===== src/rtl/mdio_mgmt_pkg.sv =====
package mdio_mgmt_pkg;

  localparam int FRAME_BITS = 64;
  localparam int IDX_W      = $clog2(FRAME_BITS);
  localparam int TA_FIRST   = 46;
  localparam int TA_SECOND  = 47;
  localparam int DATA_FIRST = 48;

  localparam logic [3:0] OFF_STATUS = 4'h0;
  localparam logic [3:0] OFF_CMD    = 4'h8;
  localparam logic [3:0] OFF_RESULT = 4'hC;

  typedef enum logic [1:0] {
    ENG_IDLE,
    ENG_SHIFT,
    ENG_GAP
  } eng_state_t;

  typedef struct packed {
    logic        valid;
    logic        rsv_hi;
    logic [4:0]  phy;
    logic [4:0]  regad;
    logic [15:0] wdata;
    logic        rsv_mid;
    logic        op_rd;
    logic        op_wr;
    logic        rsv_lo;
  } cmd_word_t;

  typedef struct packed {
    logic        is_read;
    logic [4:0]  phy;
    logic [4:0]  regad;
    logic [15:0] wdata;
  } mgmt_cmd_t;

endpackage


===== src/rtl/mdio_mdc_gen.sv =====
module mdio_mdc_gen #(
  parameter int MDC_HALF_CYCLES = 4
) (
  input  logic clk,
  input  logic rst_n,
  input  logic run,
  output logic mdc,
  output logic rise_evt,
  output logic fall_evt
);

  localparam int CW = (MDC_HALF_CYCLES > 1) ? $clog2(MDC_HALF_CYCLES) : 1;
  localparam logic [CW-1:0] LAST = CW'(MDC_HALF_CYCLES - 1);

  logic [CW-1:0] cnt;
  logic          wrap;

  assign wrap     = run && (cnt == LAST);
  assign rise_evt = wrap && !mdc;
  assign fall_evt = wrap && mdc;

  always_ff @(posedge clk) begin
    if (!rst_n) begin
      cnt <= '0;
      mdc <= 1'b0;
    end else if (!run) begin
      cnt <= '0;
      mdc <= 1'b0;
    end else if (wrap) begin
      cnt <= '0;
      mdc <= ~mdc;
    end else begin
      cnt <= cnt + 1'b1;
    end
  end

endmodule


===== src/rtl/mdio_csr_port.sv =====
module mdio_csr_port
  import mdio_mgmt_pkg::*;
(
  input  logic        csr_wr,
  input  logic [3:0]  csr_addr,
  input  logic [31:0] csr_wdata,
  input  logic        busy,
  input  logic [15:0] rd_data,
  input  logic [1:0]  rd_err,
  output logic        start,
  output mgmt_cmd_t   cmd,
  output logic [31:0] csr_rdata
);

  cmd_word_t w;
  logic      op_ok;
  logic      unused_rsv_bits;

  assign w               = cmd_word_t'(csr_wdata);
  assign unused_rsv_bits = ^{w.rsv_hi, w.rsv_mid, w.rsv_lo};
  assign op_ok           = w.op_rd ^ w.op_wr;
  assign start           = csr_wr && (csr_addr == OFF_CMD) && w.valid && op_ok && !busy;

  assign cmd.is_read = w.op_rd;
  assign cmd.phy     = w.phy;
  assign cmd.regad   = w.regad;
  assign cmd.wdata   = w.wdata;

  always_comb begin
    case (csr_addr)
      OFF_STATUS: csr_rdata = {28'd0, busy, 3'd0};
      OFF_RESULT: csr_rdata = {14'd0, rd_err, rd_data};
      default:    csr_rdata = 32'd0;
    endcase
  end

endmodule


===== src/rtl/mdio_frame_engine.sv =====
module mdio_frame_engine
  import mdio_mgmt_pkg::*;
(
  input  logic        clk,
  input  logic        rst_n,
  input  logic        start,
  input  mgmt_cmd_t   cmd,
  input  logic        rise_evt,
  input  logic        fall_evt,
  input  logic        mdio_i,
  output logic        busy,
  output logic        mdio_o,
  output logic        mdio_oe,
  output logic [15:0] rd_data,
  output logic [1:0]  rd_err
);

  eng_state_t             state;
  logic [IDX_W-1:0]       bit_idx;
  logic [FRAME_BITS-1:0]  shreg;
  logic [FRAME_BITS-1:0]  frame;
  logic                   is_rd;
  logic                   ta_bad;
  logic [15:0]            rd_sh;
  logic                   last_bit;
  logic                   next_released;

  localparam logic [IDX_W-1:0] IDX_LAST  = IDX_W'(FRAME_BITS - 1);
  localparam logic [IDX_W-1:0] IDX_TA2   = IDX_W'(TA_SECOND);
  localparam logic [IDX_W-1:0] IDX_DATA  = IDX_W'(DATA_FIRST);
  localparam logic [IDX_W-1:0] IDX_PRETA = IDX_W'(TA_FIRST - 1);

  // Frame image, sent from bit 63 down.
  assign frame = {32'hFFFF_FFFF, 2'b01,
                  cmd.is_read ? 2'b10 : 2'b01,
                  cmd.phy, cmd.regad,
                  cmd.is_read ? 2'b11 : 2'b10,
                  cmd.is_read ? 16'hFFFF : cmd.wdata};

  assign busy          = (state != ENG_IDLE);
  assign mdio_o        = shreg[FRAME_BITS-1];
  assign last_bit      = (bit_idx == IDX_LAST);
  assign next_released = is_rd && (bit_idx >= IDX_PRETA);

  always_ff @(posedge clk) begin
    if (!rst_n) begin
      state   <= ENG_IDLE;
      bit_idx <= '0;
      shreg   <= '0;
      is_rd   <= 1'b0;
      ta_bad  <= 1'b0;
      rd_sh   <= '0;
      rd_data <= '0;
      rd_err  <= '0;
      mdio_oe <= 1'b0;
    end else begin
      case (state)
        ENG_IDLE: begin
          if (start) begin
            state   <= ENG_SHIFT;
            shreg   <= frame;
            bit_idx <= '0;
            is_rd   <= cmd.is_read;
            ta_bad  <= 1'b0;
            mdio_oe <= 1'b1;
          end
        end
        ENG_SHIFT: begin
          if (rise_evt && is_rd) begin
            if (bit_idx == IDX_TA2) begin
              ta_bad <= mdio_i;
            end else if (bit_idx >= IDX_DATA) begin
              rd_sh <= {rd_sh[14:0], mdio_i};
            end
          end
          if (fall_evt) begin
            if (last_bit) begin
              state   <= ENG_GAP;
              mdio_oe <= 1'b0;
            end else begin
              bit_idx <= bit_idx + 1'b1;
              shreg   <= {shreg[FRAME_BITS-2:0], 1'b1};
              mdio_oe <= !next_released;
            end
          end
        end
        ENG_GAP: begin
          if (fall_evt) begin
            state <= ENG_IDLE;
            if (is_rd) begin
              rd_data <= rd_sh;
              rd_err  <= {2{ta_bad}};
            end
          end
        end
        default: state <= ENG_IDLE;
      endcase
    end
  end

endmodule


===== src/rtl/mdio_mgmt_master.sv =====
module mdio_mgmt_master
  import mdio_mgmt_pkg::*;
#(
  parameter int MDC_HALF_CYCLES = 4
) (
  input  logic        clk,
  input  logic        rst_n,
  input  logic        csr_wr,
  input  logic [3:0]  csr_addr,
  input  logic [31:0] csr_wdata,
  output logic [31:0] csr_rdata,
  output logic        mdc,
  output logic        mdio_o,
  output logic        mdio_oe,
  input  logic        mdio_i
);

  logic        busy;
  logic        start;
  mgmt_cmd_t   cmd;
  logic        rise_evt;
  logic        fall_evt;
  logic [15:0] rd_data;
  logic [1:0]  rd_err;

  mdio_csr_port u_port (
    .csr_wr    (csr_wr),
    .csr_addr  (csr_addr),
    .csr_wdata (csr_wdata),
    .busy      (busy),
    .rd_data   (rd_data),
    .rd_err    (rd_err),
    .start     (start),
    .cmd       (cmd),
    .csr_rdata (csr_rdata)
  );

  mdio_mdc_gen #(.MDC_HALF_CYCLES(MDC_HALF_CYCLES)) u_clk (
    .clk      (clk),
    .rst_n    (rst_n),
    .run      (busy),
    .mdc      (mdc),
    .rise_evt (rise_evt),
    .fall_evt (fall_evt)
  );

  mdio_frame_engine u_eng (
    .clk      (clk),
    .rst_n    (rst_n),
    .start    (start),
    .cmd      (cmd),
    .rise_evt (rise_evt),
    .fall_evt (fall_evt),
    .mdio_i   (mdio_i),
    .busy     (busy),
    .mdio_o   (mdio_o),
    .mdio_oe  (mdio_oe),
    .rd_data  (rd_data),
    .rd_err   (rd_err)
  );

endmodule


===== config.mk =====
export PLATFORM = sky130hd
export DESIGN_NAME = mdio_mgmt_master
export DESIGN_NICKNAME = d
export VERILOG_FILES = /design/src/rtl/mdio_mgmt_pkg.sv /design/src/rtl/mdio_mdc_gen.sv /design/src/rtl/mdio_csr_port.sv /design/src/rtl/mdio_frame_engine.sv /design/src/rtl/mdio_mgmt_master.sv
export SDC_FILE = /design/constraint.sdc
export NUM_CORES = 1
export LEC_CHECK = 0
export BUFFER_PORTS_ARGS = -buffer_cell sky130_fd_sc_hd__buf_2
export CAP_MARGIN = 5
export CORE_AREA = 2 2 109 111
export DETAILED_ROUTE_END_ITERATION = 8
export DIE_AREA = 0 0 111 113
export PLACE_DENSITY = 0.63
export SLEW_MARGIN = 10
export SYNTH_ARGS = -nofsm -noshare
export SYNTH_HDL_FRONTEND = slang
export SYNTH_HIERARCHICAL = 1
export SYNTH_SLANG_ARGS = --single-unit

===== constraint.sdc =====
create_clock -name clk -period 3.4 [get_ports clk]
set_input_delay 0.68 -clock clk [delete_from_list [all_inputs] [get_ports clk]]
set_output_delay 0.68 -clock clk [all_outputs]
set_load 0.03 [all_outputs]

Word-level counts from Yosys, hierarchy flattened
Cells that the tools add are included.

operators by class
  add/subtract/negate cells = 2
  order comparisons = 2
  equal/unequal tests = 14
  mux-type cells = 25
  bitwise operators = 5
  reduce and logical (&&, ||, !) cells = 25

operators by type and width
  kind                 number
  $mux 64              3
  $pmux 64 s2          1
  $pmux 18 s2          1
  $mux 6               3
  $mux 16              1
  $reduce_and 4->1     4
  $eq 6x6->1 const B   2
  $ge 6x6->1 const B   2
  $pmux 6 s2           1
  $mux 2               5
  $logic_and 1x1->1    9
  $eq 4x4->1 const B   2
  $ne 2x2->1 const B   4
  $mux 1               7
  $add 6x1->6 const B  1
  $ne 2x1->1 const B   3
  $pmux 2 s3           1
  $reduce_and 3->1     2
  $eq 2x2->1 const B   2
  $logic_not 4->1      1
  $not 1->1            4
  $pmux 1 s2           2
  $reduce_and 2->1     2
  $reduce_bool 2->1    2
  6 further kinds      8

word-level totals
  bits in registers = 111
  input port bits = 40
  output and inout port bits = 35
  logic and storage cells = 84

Logic depth before layout (Yosys ltp)
  word-level depth = 7
  mapped depth = 10
  gate-level depth less buffers = 7

Modules after synthesis
The synthesis kept the hierarchy.

by module, submodules not included
  module             instances  cells an instance  area an instance (um^2)
  mdio_frame_engine  1          465                4419.2
  mdio_csr_port      1          68                 494.2
  mdio_mdc_gen       1          12                 116.4

Least setup slack after synthesis
Ideal clock, no wire load.

  path type = in2reg
  start point = input port csr_addr[1]
  end point = register u_eng.shreg[22]
  library setup time = 0.116 ns
  arrival = 2.528 ns
  path slack = 0.756 ns
  stages on the path = 8
  path buffers = 2
  path through = or4b_1 nor4_2 nor2b_2 o311a_4 buf_6 buf_2 nand3_1 o211a_1

on the way
  cells in the longest elaborated chain, start to end = 7

ends and longest elaborated chain
  what                               RTL line                 source
  from (decl)                        mdio_mgmt_master.sv:9    input logic [3:0] csr_addr,
  $eq 4x4->1                         mdio_csr_port.sv:22      assign start = csr_wr && (csr_addr == OFF_CMD) && w.valid && op_ok && !busy;
  $logic_and 1x1->1 (4 in a row)     mdio_csr_port.sv:22
  named net start                    mdio_mgmt_master.sv:19   logic start;
  $ne 2x2->1 (no source line)        --
  $reduce_and 4->1 (no source line)  --
  to (signal assigned)               mdio_frame_engine.sv:61  shreg <= frame;
  to (signal assigned)               mdio_frame_engine.sv:82  shreg <= {shreg[FRAME_BITS-2:0], 1'b1};
  to (decl)                          mdio_frame_engine.sv:20  logic [FRAME_BITS-1:0] shreg;

The timed path passes the listed nets, and every way through them passes these cells.
A chain may end at the register's enable or synchronous reset.

Worst setup path in the final report
  start point = register u_eng.state[0]
  end point = output port csr_rdata[3]

on the way
  cells in the longest elaborated chain, start to end = 2

ends and longest elaborated chain
  what                    RTL line                 source
  from (decl)             mdio_frame_engine.sv:18  eng_state_t state;
  from (signal assigned)  mdio_frame_engine.sv:47  state <= ENG_IDLE;
  from (signal assigned)  mdio_frame_engine.sv:60  state <= ENG_SHIFT;
  from (signal assigned)  mdio_frame_engine.sv:78  state <= ENG_GAP;
  $reduce_bool 2->1       mdio_frame_engine.sv:40  assign busy = (state != ENG_IDLE);
  named net busy          mdio_mgmt_master.sv:18   logic busy;
  $pmux 18 s2             mdio_csr_port.sv:30      case (csr_addr)
  to (decl)               mdio_mgmt_master.sv:11   output logic [31:0] csr_rdata,

The timed path passes the listed nets, and every way through them passes these cells.

==> results_dict.tcl <==
set metrics [dict create \
    drive_gt1_frac 0.203 \
    start_kind "register" \
    yosysMostFrequentCell "nand2_1" \
    die_h_um 113 \
    die_x_um 111 \
    synth_area_leaders "dfxtp_1, nand2_1, buf_4, a21boi_0, o221a_2" \
    cts_tree "done" \
    dieArea_um2 12500 \
    max_freq_mhz 366 \
    setup_viol 0 \
    synth_top_area_share 0.442 \
    fin_crit_sh 0.804 \
    arrival_ns 2.05 \
    grt_pass1_vias 3523 \
    finalHoldViolCount 0 \
    crit_type "register to output port" \
    maxSlewViolCount 0 \
    ctsResizeCount 0 \
    p_int_w 0.00186 \
    ff2ff_path_depth 7 \
    synthCells 545 \
    fin_ws_ns 0.666 \
    routed_wl_um 9460 \
    synth-seq-cells 111 \
    num_vias 3699 \
    maxCapViolCount 0 \
    port_buffers 57 \
    numCtsBuffers 9 \
    outcome "completed" \
    area_growth_pct 7.19 \
    swShare 0.222 \
    synth_flop_cell "dfxtp_1" \
    grt_setup_unrepaired "no" \
    grt_start_max_net_pins 108 \
    hold_depth 1 \
    synth-edff-count 0 \
    synth_cell_type_count 51 \
    tns_ns 0 \
    grt_pass1_wl_um 16300 \
    root_buffer "clkbuf_16" \
    pre_cts_slack_ns 0.357 \
    nNetsFinal 596 \
    rows 39 \
    place.gp.congestion 0.728 \
    cp.required_ns 2.72 \
    fin_util 0.478 \
    cts.htree.levels 3 \
    cts_setup_buffers 0 \
    pwr-share-seq 0.547 \
    whs_ns 0.436 \
    worst_setup_hold_path_clk_slew_ns 0.07 \
    power.leakage_nw 2.14 \
    numClockSinks 111 \
    overflow 0 \
    grt_util_all_layers 0.156 \
    via_per_inst 5.28 \
    p_clk_frac 0.410 \
    avgSynthCellArea_um2 9.23 \
    peakVddDrop_v 0.000260 \
    wire_per_inst_um 13.5 \
    netlist_area_um2 5030 \
    initial_core_util 0.446 \
    antenna_found_initial 0 \
    yosys_warnings 6 \
    comb_power_share 0.043 \
    async_reset_ff_frac 0 \
    firstDrtPassIters 4 \
    relSlewSlack 0.344 \
    clk_path_buf_depth 2 \
    fp.coreArea_um2 11300 \
    yosys.area.top_type "dfxtp_1" \
    synth_commonest_cells "nand2_1, dfxtp_1, buf_4" \
    clock_skew_ns 0.00697 \
    route.detailed.drc 0 \
    clk_latency_ns 0.35 \
    hp-class "register to register" \
    period_needed_ns 2.73 \
    io_pins 75 \
    crit_path_end_kind "output port" \
    switchingPower_w 0.000531 \
    power_density_nw_per_um2 444 \
    ant_nets 0 \
    synth-seq-area-share 0.442 \
    cts_hold_buffers 0 \
    first_iter_violations 242 \
    hpwl_um 5920 \
    worst_slew_pin_slew_ns 0.979 \
    n_antenna_cell 0 \
    worst-path-max-fanout 11 \
]
cell type report:
type	instances	area, um^2
inverters	6	22.5
clock buffers	11	243
repair buffers	65	370
fillers	1078	5880
well taps	143	179
clock inverters	5	33.8
multi-input cells	359	2320
flip-flops and latches	111	2220
sequential cells by signal, summed over array words and instances, names as in the netlist:
signal	flops
u_eng/mdio_oe	1
u_clk/cnt	2
u_eng/rd_sh	16
u_clk/mdc	1
u_eng/rd_data	16
u_eng/ta_bad	1
u_eng/is_rd	1
u_eng/rd_err	1
u_eng/bit_idx	6
u_eng/shreg	64
u_eng/state	2
critical path: stages (launching register included):
cell and delay [ns]:
dfxtp_1 0.54, or2_2 0.25, or3b_2 0.46, a211oi_1 0.23, buf_2 0.23
through the flow:
step	area, um^2	instances	power (W)
2_1_floorplan	5080	558	0.00144
3_3_place_gp	5110	684	0.00144
3_5_place_dp	5110	684	0.00144
4_1_cts	5390	700	0.00243
5_1_grt	5390	700	0.00249
6_report	5390	700	0.00239
power by group through the flow:
| stage | Clock [W] | Sequential, W | Combinational, W |
|---|---|---|---|
| finish | 0.000981 | 0.00131 | 0.000103 |
| global route | 0.00106 | 0.00131 | 0.000114 |
| floorplan | 0 | 0.00134 | 0.000104 |
| detailed placement | 0 | 0.00134 | 0.000104 |
| CTS | 0.00101 | 0.00131 | 0.000104 |
| global placement | 0 | 0.00134 | 0.000103 |
placed cells by master, fill, tap and decap left out, drive strengths merged, types with 6 or more instances in the layout:
master,Yosys,routed
conb,1,14
a21boi,49,49
and2,18,18
nor2,7,7
clkbuf,18,11
buf,64,65
inv,6,6
nor2b,7,7
nand3,18,18
o211a,15,15
or3,21,21
dfxtp,111,111
nand2,115,115
o221a,34,34
o211ai,17,17
layer usage:
layer | share of wire | vias up | GRT usage
met2 | 0.47 | 51 | 0.256
met1 | 0.48 | 1764 | 0.200
met3 | 0.032 | 11 | 0.0316
met5 | 0 | - | 0
li1 | - | 1873 | -
met4 | 0.016 | 0 | 0.0683
final timing paths:
| path | from | to | slack, ns |
|---|---|---|---|
| worst max register to register | u_eng/state[0]$_SDFFE_PN0P_ | u_eng/shreg[28]$_SDFFE_PN0P_ | 0.89 |
| worst min register to register | u_clk/cnt[0]$_SDFF_PP0_ | u_clk/cnt[0]$_SDFF_PP0_ | 0.44 |
| worst min-delay path | u_clk/cnt[0]$_SDFF_PP0_ | u_clk/cnt[0]$_SDFF_PP0_ | 0.44 |
| worst max-delay path | u_eng/state[0]$_SDFFE_PN0P_ | csr_rdata[3] | 0.67 |
kinds of logic after synthesis:
| group | after synthesis | synth area share |
|---|---|---|
| AND/OR/NAND/NOR | 201 | 0.193 |
| AO/OA/AOI/OAI | 135 | 0.238 |
| flip-flops | 111 | 0.442 |
| buffers and inverters | 88 | 0.106 |
| adder cells (fa/ha/maj) | 4 | 0.00995 |
| multiplexers | 3 | 0.00696 |
| XOR/XNOR | 2 | 0.00348 |
| other | 1 | 0.000746 |
Power figures use the tool's default switching activity.
